==> config.mk <==
export PLATFORM = sky130hd
export DESIGN_NAME = pldmc_cell
export DESIGN_NICKNAME = d
export VERILOG_FILES = /design/src/rtl/pldmc_pkg.sv /design/src/rtl/pldmc_cfg_hold.sv /design/src/rtl/pldmc_clk_sel.sv /design/src/rtl/pldmc_term_route.sv /design/src/rtl/pldmc_state_core.sv /design/src/rtl/pldmc_cell.sv
export SDC_FILE = /design/constraint.sdc
export NUM_CORES = 1
export LEC_CHECK = 0
export BUFFER_PORTS_ARGS = -buffer_cell sky130_fd_sc_hd__buf_2
export CORE_AREA = 4 4 41 43
export DETAILED_ROUTE_END_ITERATION = 7
export DIE_AREA = 0 0 45 47
export GPL_TIMING_DRIVEN = 0
export PLACE_DENSITY = 0.45
export SYNTH_ARGS = -nofsm -noshare
export SYNTH_HDL_FRONTEND = slang
export SYNTH_SLANG_ARGS = --single-unit
==> constraint.sdc <==
create_clock -name clk -period 1.5 [get_ports clk]
set_input_delay 0.15 -clock clk [delete_from_list [all_inputs] [get_ports clk]]
set_output_delay 0.15 -clock clk [all_outputs]
set_load 0.03 [all_outputs]
==> src/rtl/pldmc_pkg.sv <==
`timescale 1ns/1ps
package pldmc_pkg;

    localparam int CFG_W = 4;

    // bit 3: combinational pin, bit 2: split terms, bit 1: product-term clock, bit 0: T mode
    typedef struct packed {
        logic comb_pin;
        logic split_terms;
        logic ptclk_sel;
        logic toggle_mode;
    } cell_cfg_t;

    typedef enum logic {
        BIT_CLR = 1'b0,
        BIT_SET = 1'b1
    } bit_state_t;

    typedef enum logic [2:0] {
        EV_HOLD    = 3'd0,
        EV_LOAD_D  = 3'd1,
        EV_TOGGLE  = 3'd2,
        EV_PRESET  = 3'd3,
        EV_PRELOAD = 3'd4
    } cell_event_t;

endpackage

==> src/rtl/pldmc_cfg_hold.sv <==
`timescale 1ns/1ps
module pldmc_cfg_hold
    import pldmc_pkg::*;
(
    input  logic                 clk,
    input  logic                 rst_n,
    input  logic [CFG_W-1:0]     cfg_in,
    output cell_cfg_t            cfg_q
);

    // Configuration is sampled only during reset; frozen afterwards.
    always_ff @(posedge clk) begin
        if (!rst_n) begin
            cfg_q <= cell_cfg_t'(cfg_in);
        end
    end

endmodule

==> src/rtl/pldmc_clk_sel.sv <==
`timescale 1ns/1ps
module pldmc_clk_sel (
    input  logic clk,
    input  logic rst_n,
    input  logic ptclk_sel,
    input  logic pt_clk,
    output logic fire
);

    logic pt_clk_q;

    always_ff @(posedge clk or negedge rst_n) begin
        if (!rst_n) begin
            pt_clk_q <= 1'b0;
        end else begin
            pt_clk_q <= pt_clk;
        end
    end

    // Active edge: every clk edge on the pin clock, or a rising product-term clock.
    always_comb begin
        if (ptclk_sel) begin
            fire = pt_clk & ~pt_clk_q;
        end else begin
            fire = 1'b1;
        end
    end

endmodule

==> src/rtl/pldmc_term_route.sv <==
`timescale 1ns/1ps
module pldmc_term_route (
    input  logic split_terms,
    input  logic sum_a,
    input  logic sum_b,
    output logic reg_term,
    output logic comb_term
);

    always_comb begin
        if (split_terms) begin
            reg_term  = sum_a;
            comb_term = sum_b;
        end else begin
            reg_term  = sum_a | sum_b;
            comb_term = sum_a | sum_b;
        end
    end

endmodule

==> src/rtl/pldmc_state_core.sv <==
`timescale 1ns/1ps
module pldmc_state_core
    import pldmc_pkg::*;
(
    input  logic clk,
    input  logic clr,
    input  logic toggle_mode,
    input  logic fire,
    input  logic preset,
    input  logic preload_en,
    input  logic preload_val,
    input  logic reg_term,
    output logic q
);

    bit_state_t  state;
    bit_state_t  state_nx;
    cell_event_t ev;

    // State register: asynchronous clear wins over every clocked event.
    always_ff @(posedge clk or posedge clr) begin
        if (clr) begin
            state <= BIT_CLR;
        end else begin
            state <= state_nx;
        end
    end

    // Event selection in priority order, then next state.
    always_comb begin
        if (preload_en) begin
            ev = EV_PRELOAD;
        end else if (!fire) begin
            ev = EV_HOLD;
        end else if (preset) begin
            ev = EV_PRESET;
        end else if (toggle_mode) begin
            ev = reg_term ? EV_TOGGLE : EV_HOLD;
        end else begin
            ev = EV_LOAD_D;
        end

        unique case (ev)
            EV_PRELOAD: state_nx = preload_val ? BIT_SET : BIT_CLR;
            EV_PRESET:  state_nx = BIT_SET;
            EV_TOGGLE:  state_nx = (state == BIT_SET) ? BIT_CLR : BIT_SET;
            EV_LOAD_D:  state_nx = reg_term ? BIT_SET : BIT_CLR;
            default:    state_nx = state;
        endcase
    end

    // Output process
    always_comb begin
        q = (state == BIT_SET);
    end

endmodule

==> src/rtl/pldmc_cell.sv <==
`timescale 1ns/1ps
module pldmc_cell
    import pldmc_pkg::*;
(
    input  logic             clk,
    input  logic             rst_n,
    input  logic [CFG_W-1:0] cfg_word,
    input  logic             sum_a,
    input  logic             sum_b,
    input  logic             pt_clk,
    input  logic             pt_arst,
    input  logic             pt_oe,
    input  logic             sync_preset,
    input  logic             preload_en,
    input  logic             preload_val,
    output logic             pin_o,
    output logic             pin_oe,
    output logic             fb_o
);

    cell_cfg_t cfg_q;
    logic      fire;
    logic      reg_term;
    logic      comb_term;
    logic      q;
    logic      clr;

    assign clr = pt_arst | ~rst_n;

    pldmc_cfg_hold u_cfg (
        .clk    (clk),
        .rst_n  (rst_n),
        .cfg_in (cfg_word),
        .cfg_q  (cfg_q)
    );

    pldmc_clk_sel u_clk_sel (
        .clk       (clk),
        .rst_n     (rst_n),
        .ptclk_sel (cfg_q.ptclk_sel),
        .pt_clk    (pt_clk),
        .fire      (fire)
    );

    pldmc_term_route u_route (
        .split_terms (cfg_q.split_terms),
        .sum_a       (sum_a),
        .sum_b       (sum_b),
        .reg_term    (reg_term),
        .comb_term   (comb_term)
    );

    pldmc_state_core u_core (
        .clk         (clk),
        .clr         (clr),
        .toggle_mode (cfg_q.toggle_mode),
        .fire        (fire),
        .preset      (sync_preset),
        .preload_en  (preload_en),
        .preload_val (preload_val),
        .reg_term    (reg_term),
        .q           (q)
    );

    always_comb begin
        pin_o  = cfg_q.comb_pin ? comb_term : q;
        pin_oe = pt_oe;
        fb_o   = q;
    end

endmodule

==> impl_metrics.ini, run 1 <==
[drt]
first_iter_violations = 6
drc = 0
dr.pass1.iters = 4
ant_nets = 0
num_vias = 251
wirelength_um = 527
avgRoutedWirePerCell_um = 8.639
vias_per_cell = 4.115

[synth]
seq_area_frac_synth_pct = 62.39
synth_mux_area_share_pct = 3.670
synth_top_cell_area_share_pct = 44.04
synth_area_leader_cell = edfxtp_1
synth_fa_ha_area_share_pct = 0
synth_top_family_by_area = compound AO/OA/AOI/OAI gates
yosys_warnings = 0
syn_nets = 39
yosys.cell_types.count = 13
syn_area_um2 = 272.8
ys_ff_latch = 6
synth_compound_area_share_pct = 16.97
synth-xor-area-share_pct = 0
syn_area_per_cell_um2 = 10.91
ys_top_cells_by_area = edfxtp_1 44%, dfrtp_1 18%, a21oi_1 5.5%, inv_1 5.5%, nor2_1 5.5%
syn_inst = 25
synthSimpleGateAreaFrac_pct = 8.716

[global_route]
track_usage_pct = 5.339
antenna_found_initial = 0
grt_pass1_wl_um = 814
grt_pass1_vias = 239
grt_max_degree = 6
grt_overflow = 0

[setup_path]
slowest_delay_ns = 0.35
cpMostUsedCell = a21oi_1
startpoint_type = flip-flop
worstSetupEndpointType = output pin
crit_fanout = 2
crit_arrival_ns = 1.05
critical-path-slowest-cell = edfxtp_1
critPathRequiredTime_ns = 1.35
path_class = reg -> out
worstPathCellList = inv_1, a21oi_1, a21oi_1, buf_2

[final_layout]
final.fill_count = 149
layout-drive-gt1-share_pct = 41.30
layout_common_cells = 15 x buf_2, 4 x inv_1, 4 x nor2_1, 4 x edfxtp_1
final_common_cell = buf_2
fin_nets = 61
finalNonFillerCells = 61
syn2layout_area_growth_pct = 51.38
antenna_cells = 0

[clocking]
post_cts_buffers = 0
cts_tree = built
clock_path_buffers = 2
insertion_delay_ns = 0.24
clkTransAtPathRegs_ns = 0.05
cts_buffers = 3
cts_root_buffer = clkbuf_4
htreeDepth = 1
clock_sinks = 6

[timing]
finalClockSkew_ns = 0.002214
slew_viol_final = 0
hold_slack_ns = 0.03830
rsz0062_at_grt = no
fmax_ghz = 0.8300
post-route-period-util_pct = 80.32
period_minus_slack_ns = 1.205
hold_viol = 0
setup_viol = 0
tns_ns = 0
worstMarginPinSlew_ns = 0.2140
max_slew_margin_pct = 85.73

[power]
powerDensity_mw_per_mm2 = 1044
p_leak_uw = 0.0002083
power_uw = 431.0
ir_worst_vdd_uv = 443.7

[die]
fp.dieW_um = 45
rows = 13
start_util_pct = 20.96
die_area_mm2 = 0.002115
ios = 17
coreArea_mm2 = 0.001301
fp.dieH_um = 47

[place]
dp.cells = 55
place_congestion = 0.6492
portBuffers = 15
dpl.hpwl_um = 436

[status]
status = completed

[run]
drv_cap = 0

[hold_path]
hold_class = in -> reg
## repair_timing
action	4_1_cts	5_1_grt
hold buffers	2	0
hold endpoints to repair	2	0
resized for setup	0	0
## cells by family (layout without fill, tap and decap cells)
kind of cell,Yosys count,in the layout
and+or+nand+nor,6,6
AOI/OAI and AO/OA,7,7
buffers and inverters,5,26
muxes,1,1
DFF,6,6
## layer usage
metal	global-route usage, %	up-vias	wire length (µm)
met5	0	-	0
met2	8.192	17	227
li1	-	130	-
met1	6.760	104	223
met4	3.509	0	0
met3	1.149	0	76
## stage by stage
step | setup WS (ns) | instance area, µm² | utilization (%)
after floorplan | 0.2362 | 272.8 | -
after global placement | 0.4329 | 366.6 | 28.17
after detailed placement | 0.4000 | 366.6 | 28.17
after CTS | 0.2752 | 412.9 | 31.73
after global routing | 0.2113 | 412.9 | 31.73
final | 0.2952 | 412.9 | 31.73
## synthesized netlist by cell type
master    instances
edfxtp_1          4
inv_1             4
nor2_1            4
a21oi_1           3
dfrtp_1           2
a221o_1           1
a31oi_1           1
buf_4             1
mux2i_1           1
nand2_1           1
nor3_1            1
o211a_1           1
o21ai_0           1
## layout make-up
| class | count | area [µm²] | area share [%] |
|---|---|---|---|
| Tap cell | 15 | 18.77 | 4.545 |
| Clock buffer | 4 | 26.28 | 6.364 |
| Buffer | 1 | 7.507 | 1.818 |
| Timing Repair Buffer | 17 | 95.09 | 23.03 |
| Sequential cell | 6 | 170.2 | 41.21 |
| Multi-Input combinational cell | 14 | 80.08 | 19.39 |
| Inverter | 4 | 15.01 | 3.636 |
## where the power goes
group	total, µW	switching [µW]	internal [µW]
combinational	72.4	39.3	33.1
clock	158	57.4	101
sequential	200	8.34	192
## registers in the layout, indices dropped and copies added, names as in the netlist
signal              cells
u_clk_sel.pt_clk_q      1
u_cfg.cfg_q             4
u_core.q                1
## path summary, 6_finish.rpt
kind	start	end	slack, ns	cells past startpoint
min reg2reg	u_cfg.cfg_q[1]$_DFFE_PN_	u_core.q$_DFFE_PP0P_	0.58	2
min	pt_clk	u_clk_sel.pt_clk_q$_DFF_PN0_	0.04	1
min in group asynchronous	rst_n	u_clk_sel.pt_clk_q$_DFF_PN0_	0.23	2
max in group asynchronous	rst_n	u_core.q$_DFFE_PP0P_	0.93	4
max	u_cfg.cfg_q[2]$_DFFE_PN_	pin_o	0.30	4
max reg2reg	u_core.q$_DFFE_PP0P_	u_core.q$_DFFE_PP0P_	0.42	4
## worst max-delay path, delay by kind of cell, from the launching register on
family / cells / cell delay (ns)
buf+inv: 2 / 0.27
compound gates: 2 / 0.18
flops: 1 / 0.35
(Power assumes the default switching activity.)
==> run 2, diff against run 1 <==
--- a/config.mk
+++ b/config.mk
@@ -5,12 +5,13 @@
 export SDC_FILE = /design/constraint.sdc
 export NUM_CORES = 1
 export LEC_CHECK = 0
+export ABC_AREA = 1
 export BUFFER_PORTS_ARGS = -buffer_cell sky130_fd_sc_hd__buf_2
 export CORE_AREA = 4 4 41 43
 export DETAILED_ROUTE_END_ITERATION = 7
 export DIE_AREA = 0 0 45 47
 export GPL_TIMING_DRIVEN = 0
-export PLACE_DENSITY = 0.45
+export PLACE_DENSITY = 0.5
 export SYNTH_ARGS = -nofsm -noshare
 export SYNTH_HDL_FRONTEND = slang
 export SYNTH_SLANG_ARGS = --single-unit
==> constraint.sdc (replaced) <==
create_clock -name clk -period 1.05 [get_ports clk]
set_input_delay 0.105 -clock clk [delete_from_list [all_inputs] [get_ports clk]]
set_output_delay 0.105 -clock clk [all_outputs]
set_load 0.03 [all_outputs]
==> run 2 against run 1 <==
- sequential share of layout area decreased by 6.3 points
- final cell count increased by 20%
- register-to-register slack got worse by 0.40 ns
- worst hold slack got worse by 0.0061 ns
- routed wire length increased by 7.6%
- synthesized cell count increased by 44%
- final area increased by 18%
- area after synthesis increased by 14%
- global-route usage increased by 2.0 points
- first-iteration DRC count decreased by 100%
- clock power increased by 44%
- the run now ends with setup timing left
==> impl_metrics.ini, run 2 <==
[place]
dpl.hpwl_um = 470.7
place_congestion = 0.6182
portBuffers = 15

[synth]
yosys_warnings = 0
ys.flop_type = edfxtp_1
synthSimpleGateAreaFrac_pct = 23.79
yosys.cell_count.top_type = nand2_1
syn_inst = 36
syn_area_um2 = 310.3
synth-xor-area-share_pct = 0
synth_compound_area_share_pct = 6.048
synth_area_leader_cell = edfxtp_1
ys_top_cells_by_area = edfxtp_1 39%, dfrtp_1 16%, nand2_1 12%, inv_1 9.7%, nand2_2 6.0%
async_flop_share_pct = 33.33
synth_top_cell_area_share_pct = 38.71
yosys.cell_types.count = 11
synth_fa_ha_area_share_pct = 0
yosys-top-cells-count = 10 x nand2_1, 8 x inv_1, 4 x edfxtp_1
synth_edf_count = 4
seq_area_frac_synth_pct = 54.84
synth_top_family_by_area = simple AND/OR/NAND/NOR gates
syn_area_per_cell_um2 = 8.619
ys_ff_latch = 6
synth_mux_area_share_pct = 3.226
syn_nets = 50

[global_route]
grt_overflow = 0
antenna_found_initial = 0
grt_pass1_vias = 258
track_usage_pct = 7.337
grt_max_degree = 6
grt_pass1_wl_um = 986

[timing]
max_slew_margin_pct = 88.50
rsz0062_at_grt = yes
fmax_ghz = 0.8807
worst_slack_ns = -0.08552
worstMarginPinSlew_ns = 0.1724
post-route-period-util_pct = 108.1
period_minus_slack_ns = 1.136
hold_slack_ns = 0.03223
hold_viol = 0
setup_viol = 1
finalClockSkew_ns = 0.005532
slew_viol_final = 0

[drt]
first_iter_violations = 0
wirelength_um = 567
ant_nets = 0
dr.pass1.iters = 1
drc = 0
vias_per_cell = 3.890
avgRoutedWirePerCell_um = 7.767
num_vias = 284

[clocking]
insertion_delay_ns = 0.24
cts_tree = built
post_cts_buffers = 0
clock_path_buffers = 2
clkTransAtPathRegs_ns = 0.05
htreeDepth = 1
clock_sinks = 6
cts_root_buffer = clkbuf_4
cts_buffers = 3

[setup_path]
critical-path-slowest-cell = edfxtp_1
critPathLaunch = u_cfg.cfg_q[2]$_DFFE_PN_
r2r_end = u_core.q$_DFFE_PP0P_
rr_worst_depth = 9
crit_arrival_ns = 1.03
slowest_delay_ns = 0.37
r2r-start = u_cfg.cfg_q[2]$_DFFE_PN_
critPathRequiredTime_ns = 0.94
crit_fanout = 2
startpoint_type = flip-flop
crit_family = flip-flops
regToRegSetupSlack_ns = 0.02
path_class = reg -> out
worstSetupPathDepth = 4
worstSetupEndpointType = output pin
critPathBufInv = 2
crit_end = pin_o
worstPathCellList = inv_2, a21oi_2, mux2i_4, buf_6

[power]
ir_worst_vdd_uv = 574.5
power_uw = 669.4
powerDensity_mw_per_mm2 = 1372
p_leak_uw = 0.0002567

[final_layout]
regMostFlops = u_cfg.cfg_q
layout_common_cells = 14 x buf_2, 8 x nand2_1, 7 x inv_1
fin_nets = 73
largest_register_ffs = 4
syn2layout_area_growth_pct = 57.26
layout-drive-gt1-share_pct = 48.28
antenna_cells = 0
final_common_cell = buf_2

[die]
rows = 13
start_util_pct = 23.85
coreArea_mm2 = 0.001301
ios = 17
fp.dieH_um = 47
fp.dieW_um = 45
die_area_mm2 = 0.002115

[status]
status = complete, but fails checks
violations = setup timing

[hold_path]
hold_start = cfg_word[2]
hold_class = in -> reg

[run]
drv_cap = 0
## run 2: how the worst min path moves through the flow
stage,end,slack [ns],depth (start not counted)
after global placement,u_clk_sel.pt_clk_q$_DFF_PN0_,-0.11,1
after CTS,u_cfg.cfg_q[2]$_DFFE_PN_,0.02,1
after detailed placement,u_clk_sel.pt_clk_q$_DFF_PN0_,-0.11,1
after global routing,u_cfg.cfg_q[2]$_DFFE_PN_,0.01,1
final,u_cfg.cfg_q[2]$_DFFE_PN_,0.03,1
after floorplan,u_clk_sel.pt_clk_q$_DFF_PN0_,-0.19,0
## run 2: power breakdown
group          switching, µW  total, µW  internal [µW]
Combinational           82.8        155           72.5
Sequential              12.0        287            275
Clock                   83.4        227            144
## run 2: cell type report
| class | instances | area (µm²) |
|---|---|---|
| inverter | 8 | 30.03 |
| multi-input combinational | 21 | 123.9 |
| sequential | 6 | 170.2 |
| clock buffer | 4 | 26.28 |
| buffer | 1 | 7.507 |
| timing repair buffer | 18 | 111.4 |
| fill | 145 | 813.3 |
| tap | 15 | 18.77 |
## run 2: kinds of logic after synthesis
| group | count (synthesis) |
|---|---|
| DFF | 6 |
| muxes | 1 |
| and+or+nand+nor | 17 |
| AOI/OAI and AO/OA | 3 |
| buffers and inverters | 9 |
## run 2: stage by stage
stage | area (µm²) | utilization, % | setup TNS (ns) | cells | setup slack [ns]
finish | 488.0 | 37.50 | -0.08552 | 73 | -0.08552
detailed placement | 416.7 | 32.02 | 0 | 66 | 0.01770
CTS | 483.0 | 37.12 | -0.1083 | 73 | -0.1011
global placement | 416.7 | 32.02 | 0 | 66 | 0.02960
global route | 488.0 | 37.50 | -0.2162 | 73 | -0.1335
floorplan | 322.8 | - | -0.01974 | 36 | -0.01974
## run 2: routing by layer
layer	vias to the layer above	GRT usage, %	share of wire (%)
met5	-	0	0
met4	0	10.53	4.4
met3	4	2.299	7.6
met2	11	11.30	51
met1	117	6.542	37
li1	152	-	-
## run 2: what timing repair did
action,4_1_cts,5_1_grt
hold endpoints to repair,3,0
pin swaps,0,1
gates cloned,0,0
hold buffers,3,0
resized for setup,4,2
setup endpoints to repair,1,2
